$ cat src/rtl/sadc_pkg.sv
package sadc_pkg;
  typedef enum logic [2:0] {
    ST_STBY,
    ST_HUNT,
    ST_CMD,
    ST_SAMP,
    ST_OUT
  } sadc_state_e;
endpackage

$ cat src/rtl/sadc_pin_sync.sv
module sadc_pin_sync (
  input  logic clk,
  input  logic rst_n,
  input  logic sclk,
  input  logic cs_n,
  input  logic din,
  output logic sclk_rise,
  output logic sclk_fall,
  output logic cs_fall,
  output logic cs_hi,
  output logic din_s
);
  logic sclk_q, sclk_qq, cs_q, cs_qq;

  // select resets to "low" so a select already low at reset exit is no fall
  always_ff @(posedge clk) begin
    if (!rst_n) begin
      sclk_q  <= 1'b0;
      sclk_qq <= 1'b0;
      cs_q    <= 1'b0;
      cs_qq   <= 1'b0;
      din_s   <= 1'b0;
    end else begin
      sclk_q  <= sclk;
      sclk_qq <= sclk_q;
      cs_q    <= cs_n;
      cs_qq   <= cs_q;
      din_s   <= din;
    end
  end

  assign sclk_rise = sclk_q & ~sclk_qq;
  assign sclk_fall = ~sclk_q & sclk_qq;
  assign cs_fall   = ~cs_q & cs_qq;
  assign cs_hi     = cs_q;
endmodule

$ cat src/rtl/sadc_chan_bank.sv
module sadc_chan_bank #(
  parameter int NUM_CH = 8,
  parameter int RES_W  = 10,
  localparam int ADDR_W = $clog2(NUM_CH)
) (
  input  logic              clk,
  input  logic              rst_n,
  input  logic              wr_valid,
  input  logic [ADDR_W-1:0] wr_ch,
  input  logic [RES_W-1:0]  wr_code,
  input  logic              sel_single,
  input  logic [ADDR_W-1:0] sel_ch,
  output logic [RES_W-1:0]  code
);
  logic [RES_W-1:0] regs [NUM_CH];
  logic [RES_W-1:0] pos_v, neg_v;

  for (genvar g = 0; g < NUM_CH; g++) begin : g_reg
    always_ff @(posedge clk) begin
      if (!rst_n)
        regs[g] <= '0;
      else if (wr_valid && wr_ch == ADDR_W'(g))
        regs[g] <= wr_code;
    end
  end

  // pair partner differs only in the lowest address bit
  assign pos_v = regs[sel_ch];
  assign neg_v = regs[sel_ch ^ ADDR_W'(1)];

  always_comb begin
    if (sel_single)
      code = pos_v;
    else if (pos_v > neg_v)
      code = pos_v - neg_v;
    else
      code = '0;
  end
endmodule

$ cat src/rtl/sadc_bit_pick.sv
module sadc_bit_pick #(
  parameter int RES_W = 10,
  localparam int IDX_W = $clog2(2 * RES_W + 1)
) (
  input  logic [RES_W-1:0] res,
  input  logic [IDX_W-1:0] idx,
  output logic             bit_o
);
  // idx 1..W: MSB-first, idx W+1..2W-1: LSB-first echo from bit 1, else 0
  always_comb begin
    bit_o = 1'b0;
    for (int b = 0; b < RES_W; b++) begin
      if (idx == IDX_W'(RES_W - b))
        bit_o = res[b];
      else if (b >= 1 && idx == IDX_W'(RES_W + b))
        bit_o = res[b];
    end
  end
endmodule

$ cat src/rtl/sadc_serial_dev.sv
module sadc_serial_dev #(
  parameter int NUM_CH = 8,
  parameter int RES_W  = 10,
  localparam int ADDR_W = $clog2(NUM_CH),
  localparam int CMD_W  = ADDR_W + 1,
  localparam int BCNT_W = $clog2(CMD_W),
  localparam int IDX_W  = $clog2(2 * RES_W + 1)
) (
  input  logic              clk,
  input  logic              rst_n,
  input  logic              sclk,
  input  logic              cs_n,
  input  logic              din,
  output logic              dout,
  output logic              dout_en,
  input  logic              wr_valid,
  output logic              wr_ready,
  input  logic [ADDR_W-1:0] wr_ch,
  input  logic [RES_W-1:0]  wr_code,
  output logic              stat_vld,
  output logic              stat_single,
  output logic [ADDR_W-1:0] stat_ch
);
  import sadc_pkg::*;

  sadc_state_e       state;
  logic              sclk_rise, sclk_fall, cs_fall, cs_hi, din_s;
  logic [CMD_W-1:0]  cmd;
  logic [BCNT_W-1:0] bcnt;
  logic              scnt;
  logic [IDX_W-1:0]  fcnt;
  logic [RES_W-1:0]  res_q, bank_code;
  logic              pick_bit;

  sadc_pin_sync i_sync (
    .clk(clk), .rst_n(rst_n), .sclk(sclk), .cs_n(cs_n), .din(din),
    .sclk_rise(sclk_rise), .sclk_fall(sclk_fall), .cs_fall(cs_fall),
    .cs_hi(cs_hi), .din_s(din_s)
  );

  sadc_chan_bank #(.NUM_CH(NUM_CH), .RES_W(RES_W)) i_bank (
    .clk(clk), .rst_n(rst_n), .wr_valid(wr_valid), .wr_ch(wr_ch),
    .wr_code(wr_code), .sel_single(cmd[CMD_W-1]), .sel_ch(cmd[ADDR_W-1:0]),
    .code(bank_code)
  );

  sadc_bit_pick #(.RES_W(RES_W)) i_pick (
    .res(res_q), .idx(fcnt), .bit_o(pick_bit)
  );

  assign wr_ready    = 1'b1;
  assign stat_single = cmd[CMD_W-1];
  assign stat_ch     = cmd[ADDR_W-1:0];

  always_ff @(posedge clk) begin
    if (!rst_n) begin
      state    <= ST_STBY;
      cmd      <= '0;
      bcnt     <= '0;
      scnt     <= 1'b0;
      fcnt     <= '0;
      res_q    <= '0;
      dout     <= 1'b0;
      dout_en  <= 1'b0;
      stat_vld <= 1'b0;
    end else if (cs_hi) begin
      state    <= ST_STBY;
      dout_en  <= 1'b0;
      stat_vld <= 1'b0;
    end else begin
      case (state)
        ST_STBY: if (cs_fall) state <= ST_HUNT;
        ST_HUNT: if (sclk_rise && din_s) begin
          state <= ST_CMD;
          bcnt  <= '0;
        end
        ST_CMD: if (sclk_rise) begin
          cmd <= {cmd[CMD_W-2:0], din_s};
          if (bcnt == BCNT_W'(CMD_W - 1)) begin
            state    <= ST_SAMP;
            scnt     <= 1'b0;
            stat_vld <= 1'b1;
          end else begin
            bcnt <= bcnt + 1'b1;
          end
        end
        ST_SAMP: if (sclk_fall) begin
          if (scnt) begin
            state   <= ST_OUT;
            res_q   <= bank_code;
            dout    <= 1'b0;
            dout_en <= 1'b1;
            fcnt    <= IDX_W'(1);
          end else begin
            scnt <= 1'b1;
          end
        end
        ST_OUT: if (sclk_fall) begin
          dout <= pick_bit;
          if (fcnt != IDX_W'(2 * RES_W)) fcnt <= fcnt + 1'b1;
        end
        default: state <= ST_STBY;
      endcase
    end
  end
endmodule

$ cat config.mk
export PLATFORM = sky130hd
export DESIGN_NAME = sadc_serial_dev
export DESIGN_NICKNAME = d
export VERILOG_FILES = /design/src/rtl/sadc_pkg.sv /design/src/rtl/sadc_pin_sync.sv /design/src/rtl/sadc_chan_bank.sv /design/src/rtl/sadc_bit_pick.sv /design/src/rtl/sadc_serial_dev.sv
export SDC_FILE = /design/constraint.sdc
export NUM_CORES = 1
export LEC_CHECK = 0
export ABC_AREA = 0
export BUFFER_PORTS_ARGS = -buffer_cell sky130_fd_sc_hd__buf_2
export CAP_MARGIN = 5
export CORE_UTILIZATION = 55
export DETAILED_ROUTE_END_ITERATION = 8
export GPL_TIMING_DRIVEN = 0
export PLACE_DENSITY = 0.72
export SKIP_CTS_REPAIR_TIMING = 1
export SLEW_MARGIN = 20
export SYNTH_ARGS = -nofsm -noshare
export SYNTH_HDL_FRONTEND = slang
export SYNTH_HIERARCHICAL = 1
export SYNTH_SLANG_ARGS = --single-unit
export TNS_END_PERCENT = 5
$ cat constraint.sdc
create_clock -name clk -period 4.4 [get_ports clk]
set_input_delay 0.88 -clock clk [delete_from_list [all_inputs] [get_ports clk]]
set_output_delay 0.88 -clock clk [all_outputs]
set_load 0.05 [all_outputs]
==> results of run 1 <==
==> area by class of cell <==
type                       instances  area [sq um]
buffer                            17          96.3
clock buffer                      19           422
clock inverter                    12           143
fill                             807          3560
inverter                          15          56.3
multi-input combinational        334          2720
sequential                       113          3060
tap                              136           170
timing repair buffer              27           140
==> power breakdown <==
group / total (uW) / internal (uW) / switching [uW]
Clock: 1310 / 850 / 461
Sequential: 1210 / 1190 / 15.3
Combinational: 232 / 97.8 / 134
Total: 2750 / 2140 / 610
==> worst reg2reg max path: stages (launching register included) <==
cell and delay (ns):
dfxtp_1 0.42, buf_2 0.33, buf_2 0.34, mux4_2 0.37
mux2_2 0.29, ha_1 0.21, fa_1 0.38, nand2b_1 0.20
a211oi_2 0.27, o21bai_1 0.16, a311oi_4 0.53, a32o_1 0.27
mux2i_1 0.08, nor2_1 0.09
==> through the flow <==
stage / worst slack (ns) / hold slack (ns) / power (uW) / std cells / cell area (sq um)
6_report: 0.393 / 0.452 / 2750 / 673 / 6810
5_1_grt: 0.183 / 0.506 / 2830 / 673 / 6810
4_1_cts: 0.368 / 0.455 / 2760 / 673 / 6810
3_5_place_dp: 0.407 / 0.444 / 1460 / 642 / 6240
3_3_place_gp: 0.475 / 0.432 / 1450 / 640 / 6220
2_1_floorplan: 0.613 / 0.436 / 1380 / 479 / 5920
==> how the worst max path moves through the flow <==
stage,from,to,depth (start not counted)
4_1_cts,cmd[2]$_SDFFE_PN0P_,res_q[7]$_SDFFE_PN0P_,13
2_1_floorplan,cmd[1]$_SDFFE_PN0P_,res_q[2]$_SDFFE_PN0P_,12
6_report,cmd[2]$_SDFFE_PN0P_,res_q[7]$_SDFFE_PN0P_,13
5_1_grt,cmd[2]$_SDFFE_PN0P_,res_q[7]$_SDFFE_PN0P_,13
3_3_place_gp,cmd[2]$_SDFFE_PN0P_,res_q[7]$_SDFFE_PN0P_,13
3_5_place_dp,cmd[2]$_SDFFE_PN0P_,res_q[7]$_SDFFE_PN0P_,13
==> logic make-up (layout without fill, tap and decap cells) <==
group,count (synthesis),in the layout,synth area share [%]
AOI/OAI and AO/OA,78,78,9.86
xor gates and xnor gates,6,6,0.887
adders and majority gates,14,14,3.08
buffers and inverters,32,90,2.58
DFF,113,113,51.7
muxes,56,56,13.9
other,1,1,0.0633
and+or+nand+nor,179,179,17.9
==> placed cells by master (no fill, tap or decap), types with 7 or more instances in the layout <==
cell / instances
o21ai_1: 8
nand3_1: 7
buf_2: 33
a21oi_1: 17
mux2i_1: 26
inv_1: 15
mux4_2: 20
dfxtp_1: 33
and2_1: 87
nor2_1: 27
ha_1: 13
mux2_2: 10
edfxtp_1: 80
nand2_1: 18
clkbuf_16: 16
==> sequential cells by signal (all words and copies together), names as in the netlist, 2 cells and up <==
register     flops
cmd              4
bcnt             2
state            3
i_bank/regs     80
fcnt             5
res_q           10
==> metal layers <==
metal  track usage (%)  vias up  share of wire, %
li1                  -     1891                 -
met1              28.2     1930                41
met5                 0        -                 0
met2              41.9      115                53
met3              5.44       16               4.2
met4              8.83        0               1.5
==> metrics.cfg, run 1 <==
[synthesis]
avgSynthCellArea_sq_um=12.4
yosysWarnings=6
yosysMostFrequentCell=and2_1
synthesis.nets=512
synth_async_sr_flop_share_pct=0
synthTopCellsByCount=and2_1, edfxtp_1, dfxtp_1
synth.largest_area_cell=edfxtp_1
synth.cell_area_sq_um=5920
synthFlopType=edfxtp_1
synth_edf_count=80
yosysSeqAreaShare_pct=51.7
postSynthCellCount=479
synth_cell_types=66
synth.area.top_cells=edfxtp_1, dfxtp_1, and2_1
netlist.area_leader.share_pct=40.6
ys_ff_latch=113

[setup_path]
worst-r2r-setup-slack_ns=0.39
cp_top_family=compound AO/OA/AOI/OAI gates
crit_fanout=10
crit_path_max_incr_delay_ns=0.53
cp-start-kind=flop
endpoint_kind=flop
path_class=flop to flop
r2r_cells=13
rr_startpoint=cmd[2]$_SDFFE_PN0P_
path_buf_inv=2
path_cells=buf_2 -> buf_2 -> mux4_2 -> mux2_2 -> ha_1 -> fa_1 -> nand2b_1 -> a211oi_2 -> o21bai_1 -> a311oi_4 -> a32o_1 -> mux2i_1 -> nor2_1
cp.arrival_ns=4.45
r2r-end=res_q[7]$_SDFFE_PN0P_
required_ns=4.84
cp_common_cell=buf_2
slowest_stage=a311oi_4

[timing]
fin_tns_setup_ns=0
worstMarginPinSlew_ns=1.09
fmax_ghz=0.250
rsz0062_at_grt=no
hold_violations=0
finalMaxSlewViolations=0
maxSlewHeadroom_pct=26.6
period_needed_ns=4.01
fin_crit_sh_pct=91.1
setup_viol=0
finClkSkew_ns=0.00698

[min_path]
hold_start=dout_en$_SDFFE_PP0P_
hp-class=flop to flop
min_path_cells=2
hold_end=dout_en$_SDFFE_PP0P_

[clock_tree]
clockRootBuffer=clkbuf_8
htreeDepth=4
cts_tree=yes
clkLatencyLatePin_ns=0.52
clk_pin_slew_worst_paths_ns=0.06
numCtsBuffers=17
clock-sinks=113
cts_buffer_depth=2

[detailed_routing]
drc=0
dr.pass1.iters=5
via_per_inst=5.87
wl_per_cell_um=18.7
routed_wl_um=12600
ant_nets=0
via_count=3952
first_iter_violations=232

[floorplanning]
coreArea_sq_um=10400
fp.dieH_um=106
die_width_um=106
rows=37
initial_core_util_pct=57.1
ioPinCount=27
die_area_sq_um=11200

[power_and_ir_drop]
pwr_density_cell_nw_per_um2=404
leakagePower_uw=0.00247
ir_drop_v=0.000245

[place]
hpwl_um=8860
io_buffers=25
gp_congestion=0.783

[cells_and_area]
syn2layout_area_growth_pct=14.9
utilization_pct=65.6
antenna_cells=0
final_nets=558
drive_above_1_share_pct=20.5

[grt]
first_global_vias=3878
grt_usage_pct=23.8
grt_max_degree=17
grt_overflow=0
antenna_found_initial=0
grt_pass1_wl_um=19700

[flow_run]
maxCapViolations=0

[outcome]
outcome=finished clean

No activity file was read; power rests on OpenSTA's default activity.
==> run 2: changes to the inputs <==
--- a/config.mk
+++ b/config.mk
@@ -13,7 +13,7 @@
 export GPL_TIMING_DRIVEN = 0
 export PLACE_DENSITY = 0.72
 export SKIP_CTS_REPAIR_TIMING = 1
-export SLEW_MARGIN = 20
+export SLEW_MARGIN = 25
 export SYNTH_ARGS = -nofsm -noshare
 export SYNTH_HDL_FRONTEND = slang
 export SYNTH_HIERARCHICAL = 1
==> constraint.sdc (replaced) <==
create_clock -name clk -period 4.82 [get_ports clk]
set_input_delay 0.964 -clock clk [delete_from_list [all_inputs] [get_ports clk]]
set_output_delay 0.964 -clock clk [all_outputs]
set_load 0.05 [all_outputs]
==> metrics.cfg, run 2 (same netlist as run 1, synthesis figures left out) <==
[timing]
worstMarginPinSlew_ns=1.04  ; -0.0555 ns
maxSlewHeadroom_pct=30.4  ; +3.8 points
finClkSkew_ns=0.00677  ; -0.000206 ns
fin_crit_sh_pct=83.5  ; -7.6 points
rsz0062_at_grt=no
fmax_ghz=0.249  ; -0.40%
finalWorstSetupSlack_ns=0.797  ; +0.404 ns
setup_viol=0  ; unchanged
period_needed_ns=4.02  ; +0.0162 ns
finalMaxSlewViolations=0  ; unchanged
hold_violations=0  ; unchanged
hold_ws_ns=0.452  ; -0.0000730 ns
fin_tns_setup_ns=0  ; unchanged

[flow_run]
maxCapViolations=0  ; unchanged

[setup_path]
cp_common_cell=buf_2
path_buf_inv=2  ; unchanged
crit_fanout=10  ; unchanged
cp-start-kind=flop
crit_end=res_q[7]$_SDFFE_PN0P_
r2r_cells=13  ; unchanged
slowest_stage=a311oi_4
endpoint_kind=flop
path_cells=buf_2 -> buf_2 -> mux4_2 -> mux2_2 -> ha_1 -> fa_1 -> nand2b_1 -> a211oi_2 -> o21bai_1 -> a311oi_4 -> a32o_1 -> mux2i_1 -> nor2_1
rr_startpoint=cmd[2]$_SDFFE_PN0P_
path_class=flop to flop
crit_cells=13  ; unchanged
required_ns=5.26  ; +0.42 ns
cp_top_family=compound AO/OA/AOI/OAI gates
cp.arrival_ns=4.46  ; about the same
worst-r2r-setup-slack_ns=0.80  ; +0.40 ns
startpoint=cmd[2]$_SDFFE_PN0P_
crit_path_max_incr_delay_ns=0.53  ; about the same
r2r-end=res_q[7]$_SDFFE_PN0P_

[min_path]
hp-class=flop to flop

[detailed_routing]
via_per_inst=5.81  ; -1.1%
routed_wl_um=12600  ; +0.26%
wl_per_cell_um=18.7  ; +0.26%
via_count=3907  ; -1.1%
drc=0  ; unchanged
first_iter_violations=215  ; -7.3%
ant_nets=0  ; unchanged
dr.pass1.iters=4  ; -1

[cells_and_area]
largest_reg_flops=80  ; unchanged
largest_register=i_bank/regs
most-common-layout-cells=and2_1, edfxtp_1, buf_2, dfxtp_1, nor2_1
largestRegisters=i_bank/regs (80), res_q (10), fcnt (5)
final_nets=558  ; unchanged
fill_cells=803  ; -0.50%
antenna_cells=0  ; unchanged
drive_above_1_share_pct=21.2  ; +0.74 points
utilization_pct=65.8  ; +0.17 points
fin_area_sq_um=6830  ; +0.26%
final_common_cell=and2_1
multi_input_area_sq_um=2740  ; +0.64%
regArea_sq_um=3060  ; unchanged
syn2layout_area_growth_pct=15.2

[power_and_ir_drop]
ir_drop_v=0.000223  ; -9.0%
leakagePower_uw=0.00247  ; +0.20%
pwr_density_cell_nw_per_um2=368  ; -9.0%

[floorplanning]
die_area_sq_um=11200  ; unchanged
initial_core_util_pct=57.1  ; unchanged
fp.dieH_um=106  ; unchanged
coreArea_sq_um=10400  ; unchanged
ioPinCount=27  ; unchanged
die_width_um=106  ; unchanged
rows=37  ; unchanged

[clock_tree]
cts_buffer_depth=2  ; unchanged
clk_pin_slew_worst_paths_ns=0.06  ; about the same
clock-sinks=113  ; unchanged
htreeDepth=4  ; unchanged
clockRootBuffer=clkbuf_8
clkLatencyLatePin_ns=0.51  ; about the same
cts_tree=yes
numCtsBuffers=17  ; unchanged

[grt]
grt_overflow=0  ; unchanged
grt_pass1_wl_um=19700  ; unchanged
grt_max_degree=17  ; unchanged
antenna_found_initial=0  ; unchanged
grt_usage_pct=23.8  ; unchanged
first_global_vias=3878  ; unchanged

[place]
place_area_sq_um=6240  ; unchanged
hpwl_um=8860  ; unchanged
io_buffers=25  ; unchanged
pre_cts_slack_ns=0.827  ; +0.420 ns
gp_congestion=0.783  ; unchanged

[outcome]
outcome=finished clean

==> run 2: cell counts in the layout (fill, tap and decap cells not counted) <==
No cell type changed its count.
==> run 2: how the worst min path moves through the flow <==
stage	endpoint	cells past startpoint	slack, ns	startpoint
after detailed placement	dout_en$_SDFFE_PP0P_	2	0.44	dout_en$_SDFFE_PP0P_
after CTS	dout_en$_SDFFE_PP0P_	2	0.45	dout_en$_SDFFE_PP0P_
final	dout_en$_SDFFE_PP0P_	2	0.45	dout_en$_SDFFE_PP0P_
after global placement	dout_en$_SDFFE_PP0P_	2	0.43	dout_en$_SDFFE_PP0P_
after floorplan	bcnt[1]$_SDFFE_PN0P_	2	0.44	bcnt[1]$_SDFFE_PN0P_
after global routing	bcnt[1]$_SDFFE_PN0P_	2	0.51	bcnt[1]$_SDFFE_PN0P_
==> run 2: report_power, final <==
group / total [uW] / leakage (uW) / internal (uW) / switching [uW]
clock network: 1190 / 0.000266 / 776 / 419
logic: 213 / 0.00117 / 89.6 / 124
registers: 1100 / 0.00104 / 1090 / 14.0
total: 2510 / 0.00247 / 1950 / 556
==> run 2: final cells by class <==
class / instances / area share [%]
timing repair buffer: 27 / 2.05
tap: 136 / 2.49
sequential: 113 / 44.9
clock inverter: 12 / 2.09
multi-input combinational: 334 / 40.1
inverter: 15 / 0.825
clock buffer: 19 / 6.18
buffer: 17 / 1.41
==> run 2: per-layer routing <==
metal  share of wire (%)  global-route usage, %  vias to the layer above
met3                 3.4                   5.44                       17
met1                  42                   28.2                     1920
met5                   0                      0                        -
met2                  53                   41.9                       80
met4                 1.6                   8.83                        0
li1                    -                      -                     1890
==> run 2: worst min-delay path: cells and delay by family (launching register included) <==
kind	cells	cell delay [ns]
flip-flops	1	0.31
AO/OA/AOI/OAI	1	0.05
buffers and inverters	1	0.05
==> run 2: stage by stage <==
| stage | power [uW] | cells |
|---|---|---|
| after floorplan | 1260 | 479 |
| after detailed placement | 1330 | 642 |
| after global routing | 2580 | 673 |
| after CTS | 2520 | 673 |
| after global placement | 1320 | 640 |
| final | 2510 | 673 |
